**src/rtl/swz_pkg.sv**
```systemverilog
package swz_pkg;
  localparam int unsigned LANES  = 4;
  localparam int unsigned SEL_W  = 2;
  localparam int unsigned CTRL_W = LANES * SEL_W;
  localparam int unsigned LEN_W  = 3;
endpackage

```
**src/rtl/swz_lane_enable.sv**
```systemverilog
module swz_lane_enable
  import swz_pkg::*;
(
  input  logic [LEN_W-1:0] subvl_i,
  output logic [LANES-1:0] act_o
);
  // lanes below the length are permuted; length 0 disables all; >= LANES enables all
  for (genvar k = 0; k < LANES; k++) begin : g_act
    assign act_o[k] = (subvl_i != '0) && (subvl_i > LEN_W'(k));
  end
endmodule

```
**src/rtl/swz_lane_mux.sv**
```systemverilog
module swz_lane_mux
  import swz_pkg::*;
#(
  parameter int unsigned ELEM_W   = 32,
  parameter int unsigned LANE_IDX = 0
) (
  input  logic [LANES*ELEM_W-1:0] src_i,
  input  logic [SEL_W-1:0]        sel_i,
  input  logic                    act_i,
  output logic [ELEM_W-1:0]       lane_o
);
  logic [ELEM_W-1:0] picked;

  always_comb begin
    picked = '0;
    for (int j = 0; j < LANES; j++) begin
      if (sel_i == SEL_W'(j)) picked = src_i[j*ELEM_W +: ELEM_W];
    end
  end

  assign lane_o = act_i ? picked : src_i[LANE_IDX*ELEM_W +: ELEM_W];
endmodule

```
**src/rtl/swz_out_reg.sv**
```systemverilog
module swz_out_reg
  import swz_pkg::*;
#(
  parameter int unsigned ELEM_W = 32,
  localparam int unsigned VEC_W = LANES * ELEM_W
) (
  input  logic             clk_i,
  input  logic             rst_ni,
  input  logic             load_i,
  input  logic             fp_i,
  input  logic [VEC_W-1:0] data_i,
  output logic             valid_o,
  output logic             fp_o,
  output logic [VEC_W-1:0] data_o
);
  always_ff @(posedge clk_i or negedge rst_ni) begin
    if (!rst_ni) begin
      valid_o <= 1'b0;
      fp_o    <= 1'b0;
      data_o  <= '0;
    end else begin
      valid_o <= load_i;
      if (load_i) begin
        fp_o   <= fp_i;
        data_o <= data_i;
      end
    end
  end
endmodule

```
**src/rtl/subelem_swizzle.sv**
```systemverilog
module subelem_swizzle
  import swz_pkg::*;
#(
  parameter int unsigned ELEM_W = 32,
  localparam int unsigned VEC_W = LANES * ELEM_W
) (
  input  logic              clk_i,
  input  logic              rst_ni,
  input  logic              valid_i,
  input  logic              is_fp_i,
  input  logic [LEN_W-1:0]  subvl_i,
  input  logic [CTRL_W-1:0] ctrl_i,
  input  logic [VEC_W-1:0]  src_i,
  output logic              valid_o,
  output logic              is_fp_o,
  output logic [VEC_W-1:0]  dst_o
);
  logic [LANES-1:0] lane_act;
  logic [VEC_W-1:0] perm;

  swz_lane_enable u_en (
    .subvl_i (subvl_i),
    .act_o   (lane_act)
  );

  for (genvar k = 0; k < LANES; k++) begin : g_lane
    swz_lane_mux #(.ELEM_W(ELEM_W), .LANE_IDX(k)) u_mux (
      .src_i  (src_i),
      .sel_i  (ctrl_i[k*SEL_W +: SEL_W]),
      .act_i  (lane_act[k]),
      .lane_o (perm[k*ELEM_W +: ELEM_W])
    );
  end

  swz_out_reg #(.ELEM_W(ELEM_W)) u_reg (
    .clk_i   (clk_i),
    .rst_ni  (rst_ni),
    .load_i  (valid_i),
    .fp_i    (is_fp_i),
    .data_i  (perm),
    .valid_o (valid_o),
    .fp_o    (is_fp_o),
    .data_o  (dst_o)
  );
endmodule

```
**config.mk**
```make
export PLATFORM = sky130hd
export DESIGN_NAME = subelem_swizzle
export DESIGN_NICKNAME = d
export VERILOG_FILES = /design/src/rtl/swz_pkg.sv /design/src/rtl/swz_lane_enable.sv /design/src/rtl/swz_lane_mux.sv /design/src/rtl/swz_out_reg.sv /design/src/rtl/subelem_swizzle.sv
export SDC_FILE = /design/constraint.sdc
export NUM_CORES = 1
export LEC_CHECK = 0
export ABC_AREA = 0
export ABC_CLOCK_PERIOD_IN_PS = 800
export BUFFER_PORTS_ARGS = -buffer_cell sky130_fd_sc_hd__buf_4
export CAP_MARGIN = 20
export CORE_ASPECT_RATIO = 0.9
export CORE_UTILIZATION = 35
export CTS_BUF_LIST = sky130_fd_sc_hd__clkbuf_2
export CTS_CLUSTER_SIZE = 24
export DETAILED_ROUTE_END_ITERATION = 12
export HOLD_SLACK_MARGIN = 0.02
export MAX_ROUTING_LAYER = met4
export SYNTH_ARGS = -nofsm -noshare
export SYNTH_HDL_FRONTEND = slang
export SYNTH_SLANG_ARGS = --single-unit
```
**constraint.sdc**
```tcl
create_clock -name clk_i -period 0.8 [get_ports clk_i]
set_input_delay 0.16 -clock clk_i [delete_from_list [all_inputs] [get_ports clk_i]]
set_output_delay 0.16 -clock clk_i [all_outputs]
set_load 0.02 [all_outputs]
```
### Word level (Yosys, flattened, before mapping)

Cells that the tools add are included.

| storage, ports and cells | value |
|---|---|
| register bits after elaboration | 130 |
| logic and storage cells | 48 |

| operators by class | value |
|---|---|
| mux-type cells | 20 |
| reductions and logical operators | 9 |
| eq/ne operators | 12 |
| magnitude comparators | 4 |

Operators by type and width:

| kind | number |
|---|---|
| 32-bit two-way mux | 20 |
| 2-bit == test (second input constant) | 8 |
| 2-bit by 1-bit == test with 1-bit output (second input constant) | 4 |
| 2-bit logical NOT | 4 |
| 3-bit by 1-bit greater-than comparator with 1-bit output (second input constant) | 2 |
| 3-bit by 2-bit greater-than comparator with 1-bit output (second input constant) | 2 |
| 1-bit logical AND | 4 |
| 3-bit nonzero test | 1 |

### Longest topological paths before layout

| depth | value |
|---|---|
| word-level depth | 6 |
| mapped depth | 6 |
| depth with buffers taken out | 3 |

### Hierarchy

From an unflattened synthesis, not the netlist that was laid out.

| second synthesis, totals | value |
|---|---|
| cells, all modules | 1,015 |
| area, all modules | 10,152.2 sq um |

Modules (own cells, without submodules):

| module | times used | area an instance (sq um) | cells each |
|---|---|---|---|
| swz_out_reg | 1 | 4,857.2 | 273 |
| swz_lane_mux at g_lane[3].u_mux | 1 | 1,376.3 | 183 |
| swz_lane_mux at g_lane[2].u_mux | 1 | 1,312.5 | 186 |
| swz_lane_mux at g_lane[0].u_mux | 1 | 1,310.0 | 186 |
| swz_lane_mux at g_lane[1].u_mux | 1 | 1,271.2 | 183 |
| swz_lane_enable | 1 | 25.0 | 4 |

### Worst setup path before layout

OpenSTA, ideal clock, no wires.

| timing | value |
|---|---|
| kind | input -> register |
| start point | input port ctrl_i[4] |
| end point | register u_reg.data_o[67] |
| library setup time | 0.126 ns |
| path buffers | 2 |
| setup slack | -0.544 ns |
| required time | 0.674 ns |
| data arrival time | 1.218 ns |
| stages | 4 |
| path through | buf_6 buf_6 mux4_2 a221o_1 |

| between the ends | value |
|---|---|
| word-level cells in the longest chain between the ends | 6 |

RTL lines:

| what | RTL line | text |
|---|---|---|
| start: declaration | subelem_swizzle.sv:12 | `input logic [CTRL_W-1:0] ctrl_i,` |
| 2-bit logical NOT | swz_lane_mux.sv:17 | `if (sel_i == SEL_W'(j)) picked = src_i[j*ELEM_W +: ELEM_W];` |
| 32-bit two-way mux (3 in series) | swz_lane_mux.sv:17 |  |
| 32-bit two-way mux * | swz_lane_mux.sv:17 |  |
| 32-bit two-way mux * | swz_lane_mux.sv:21 | `assign lane_o = act_i ? picked : src_i[LANE_IDX*ELEM_W +: ELEM_W];` |
| end signal: assignment | swz_out_reg.sv:25 | `data_o <= data_i;` |
| end: declaration | swz_out_reg.sv:14 | `output logic [VEC_W-1:0] data_o` |

Every way passes the cells marked *; elsewhere a longest branch is shown, timed or not.
A chain may end at the register's enable or synchronous reset.

### Worst setup path after layout

| timing | value |
|---|---|
| start point | register u_reg.data_o[90] |
| end point | output port dst_o[90] |

RTL lines:

| what | RTL line | text |
|---|---|---|
| end: declaration | subelem_swizzle.sv:16 | `output logic [VEC_W-1:0] dst_o` |

No word-level cell between the ends.

==> summary.txt <==
Clocking
  – Worst-Skew Late Latency: 700 ps
  – Root Driver: clkbuf_2
  – CTS tree: yes
  – Worst-path clk slew: 230 ps
  – Number of clock sinks: 130
  – Clock Tree Buf Depth: 2
  – Cts bufs inserted: 17
  – H-tree levels: 4

Hold path
  – Hold Path Class: in -> async

Yosys
  – Syn Std Cell Area: 8600 sq um
  – Synth top area cells: dfrtp_1 (38%), mux4_2 (22%), a221o_1 (7.4%)
  – Seq cells post-synth: 130
  – YS warnings: 0
  – Syn_area_per_cell: 11.5 sq um
  – Synth top area share: 37.8%
  – Synth unique cells: 26
  – Synth Instances: 749
  – Post-synth top area cell: dfrtp_1
  – Syn nets: 892
  – Post-synthesis sequential area ratio: 37.8%

Setup path
  – Req. time, crit path: 640 ps
  – Setup crit end kind: output pin
  – Startpoint types: register
  – WS Path Type: reg -> out
  – Max Fanout on Critical Path: 2
  – Arr. time, crit path: 1440 ps

STA
  – Slew @ Worst Pin: 1080 ps
  – Setup TNS: -113260 ps
  – RSZ-0062 raised after global routing: true
  – Peak Freq: 624 MHz
  – Final Hold Viols: 43
  – Time the worst path needs with I/O delays and setup: 1600 ps
  – Clock skew: 0 ps
  – Final-report setup violation count: 252
  – Slew HR: 27.5%
  – Period Utilization, post-route: 200%
  – Setup ws final: -802 ps
  – Min Hold Slack: -180 ps
  – Pins over their slew limit: 0

Power
  – Pwr Total: 25.1 mW
  – Worst vdd ir: 0.873 mV
  – Cell internal pwr: 16.9 mW
  – Combinational power share: 44.5%
  – P_sw: 8.21 mW
  – Clk pwr share: 22.8%
  – Pwr Density: 1530 nW/um^2
  – Switching share of total power: 32.7%
  – Leakage: 7.43 nW
  – Reg power frac: 32.7%

GRT
  – Antenna violations before repair: 3
  – First-pass GRT wire length: 56.5 mm
  – GRT Util Overall: 30.5%
  – GRT Residual Overflow: 0
  – Largest net degree at the start of global routing: 72
  – Vias in the first global route: 9968

Cells and area
  – Finished Cell Area: 16400 sq um
  – Share of cells above drive strength 1: 57.8%
  – Final net count: 1517
  – P&R area growth vs syn: 90.7%
  – Util after Layout: 67.8%
  – # fillers: 1668
  – Non-Filler Instances: 1698

Outcome
  – Failing checks: hold timing, setup timing
  – Status: complete, but fails checks

Placed design
  – Post-DP HPWL: 24.1 mm
  – Placement Cell Area: 12800 sq um
  – RD Place Congestion: 0.837
  – Place WS: -806 ps
  – # port buffers: 272
  – Cell count after placement: 1474

Routing
  – DRC: 0
  – DRT antenna net count: 0
  – WL per Instance: 22.4 microns
  – Vias/cell: 5.69
  – Routed WL: 38.0 mm
  – DR pass1 iterations: 8
  – Via count: 9659
  – Initial DRC Count: 855

Job
  – Max Cap Viol: 0

Floorplanning
  – Ports: 273
  – Core Footprint: 24200 sq um
  – Die footprint: 25200 sq um
  – Initial core utilization: 35.6%
  – Row count: 54
  – Width of the die: 167 microns
  – Die Y: 151 microns
==> path summary, 6_finish.rpt <==
| path | slack, ps | start | cells past startpoint | to |
|---|---|---|---|---|
| setup / recovery | -800 | u_reg.data_o[90] | 2 | dst_o[90] |
| hold / removal | -180 | rst_ni | 2 | u_reg.data_o[25] |
| setup reg to reg | -280 | u_reg.data_o[0] | 3 | u_reg.data_o[0] |
| hold reg to reg | 570 | u_reg.fp_o | 1 | u_reg.fp_o |
| max in group asynchronous | 480 | rst_ni | 3 | u_reg.data_o[102] |
| min in group clk_i | -100 | src_i[68] | 3 | u_reg.data_o[68] |
==> power groups by stage <==
| stage | registers, mW | clock network, mW | logic, mW |
|---|---|---|---|
| 5_1_grt | 8.29 | 6.14 | 11.7 |
| 3_5_place_dp | 8.08 | 0 | 8.45 |
| 6_report | 8.22 | 5.74 | 11.2 |
| 3_3_place_gp | 8.09 | 0 | 8.35 |
| 2_1_floorplan | 9.03 | 0 | 3.06 |
| 4_1_cts | 8.14 | 5.79 | 10.3 |
==> critical path: stages (launching register included) <==
cell and delay [ps]:
dfrtp_1 470, buf_6 130, buf_6 120
==> cell usage after synthesis <==
| cell | instances |
|---|---|
| dfrtp_1 | 130 |
| mux4_2 | 83 |
| nor2b_1 | 66 |
| nand2_1 | 65 |
| nor2_1 | 65 |
| a221o_1 | 64 |
| mux2_2 | 33 |
| a221oi_1 | 32 |
| a31oi_1 | 32 |
| clkbuf_1 | 32 |
| inv_1 | 32 |
| o22ai_1 | 32 |
| buf_2 | 19 |
| mux2i_1 | 13 |
| o2bb2ai_1 | 13 |
| buf_6 | 12 |
| buf_1 | 9 |
| buf_4 | 7 |
| and2_1 | 3 |
| a21boi_1 | 1 |
| a21oi_1 | 1 |
| nand2b_1 | 1 |
| nor3b_4 | 1 |
| o21a_1 | 1 |
| o21a_4 | 1 |
| or2_1 | 1 |
==> registers in the layout, indices dropped and copies added (netlist names) <==
signal and flops:
u_reg.fp_o 1, u_reg.data_o 128, u_reg.valid_o 1
==> cells by family after synthesis <==
family / share of synthesized area [%]
compound gates: 17.1
flops: 37.8
simple gates: 11.1
mux: 27.6
buf+inv: 6.47
==> cells in the final DEF, fill, tap and decap left out, types with 3 or more instances in the layout <==
cell / netlist / routed
dlygate4sd3_1: 0 / 139
o2bb2ai_1: 13 / 13
buf_6: 12 / 227
nand2_1: 65 / 64
a221oi_2: 0 / 22
a221oi_1: 32 / 10
nor2b_4: 0 / 41
o22ai_1: 32 / 26
nor2_2: 0 / 18
dfrtp_1: 130 / 128
diode_2: 0 / 3
bufinv_16: 0 / 7
mux2i_1: 13 / 13
clkinvlp_4: 0 / 3
nor2_4: 0 / 13
buf_4: 7 / 289
nor2b_1: 66 / 25
nor2_1: 65 / 34
inv_1: 32 / 32
buf_12: 0 / 28
a221o_1: 64 / 64
mux4_2: 83 / 83
mux2_4: 0 / 32
a31oi_1: 32 / 31
clkbuf_2: 0 / 17
o22ai_2: 0 / 5
==> layout make-up <==
cell class,count,area (sq um),share of cell area [%]
Sequential cell,130,3260,19.8
Clock buffer,17,85.1,0.519
Clock inverter,15,263,1.60
Multi-Input combinational cell,508,5590,34.1
Antenna cell,3,7.51,0.0458
Inverter,32,120,0.732
Tap cell,308,385,2.35
Timing Repair Buffer,685,6700,40.9
==> layer usage <==
layer  up-vias  track usage, %  share of wire [%]
li1       4176               -                  -
met1      4851            38.8                 40
met2       549            49.2                 49
met3        83            5.13                7.4
met4         0            11.7                3.1
met5         -               -                  0
==> what timing repair did <==
item | CTS | global route
hold buffers | 135 | 113
gates cloned | 0 | 0
gates resized for setup | 228 | 139
endpoints found under the setup margin | 198 | 258
pin swaps | 0 | 3
endpoints found under the hold margin | 260 | 140
buffers inserted | 30 | 26
No activity file was read; power rests on OpenSTA's default activity.
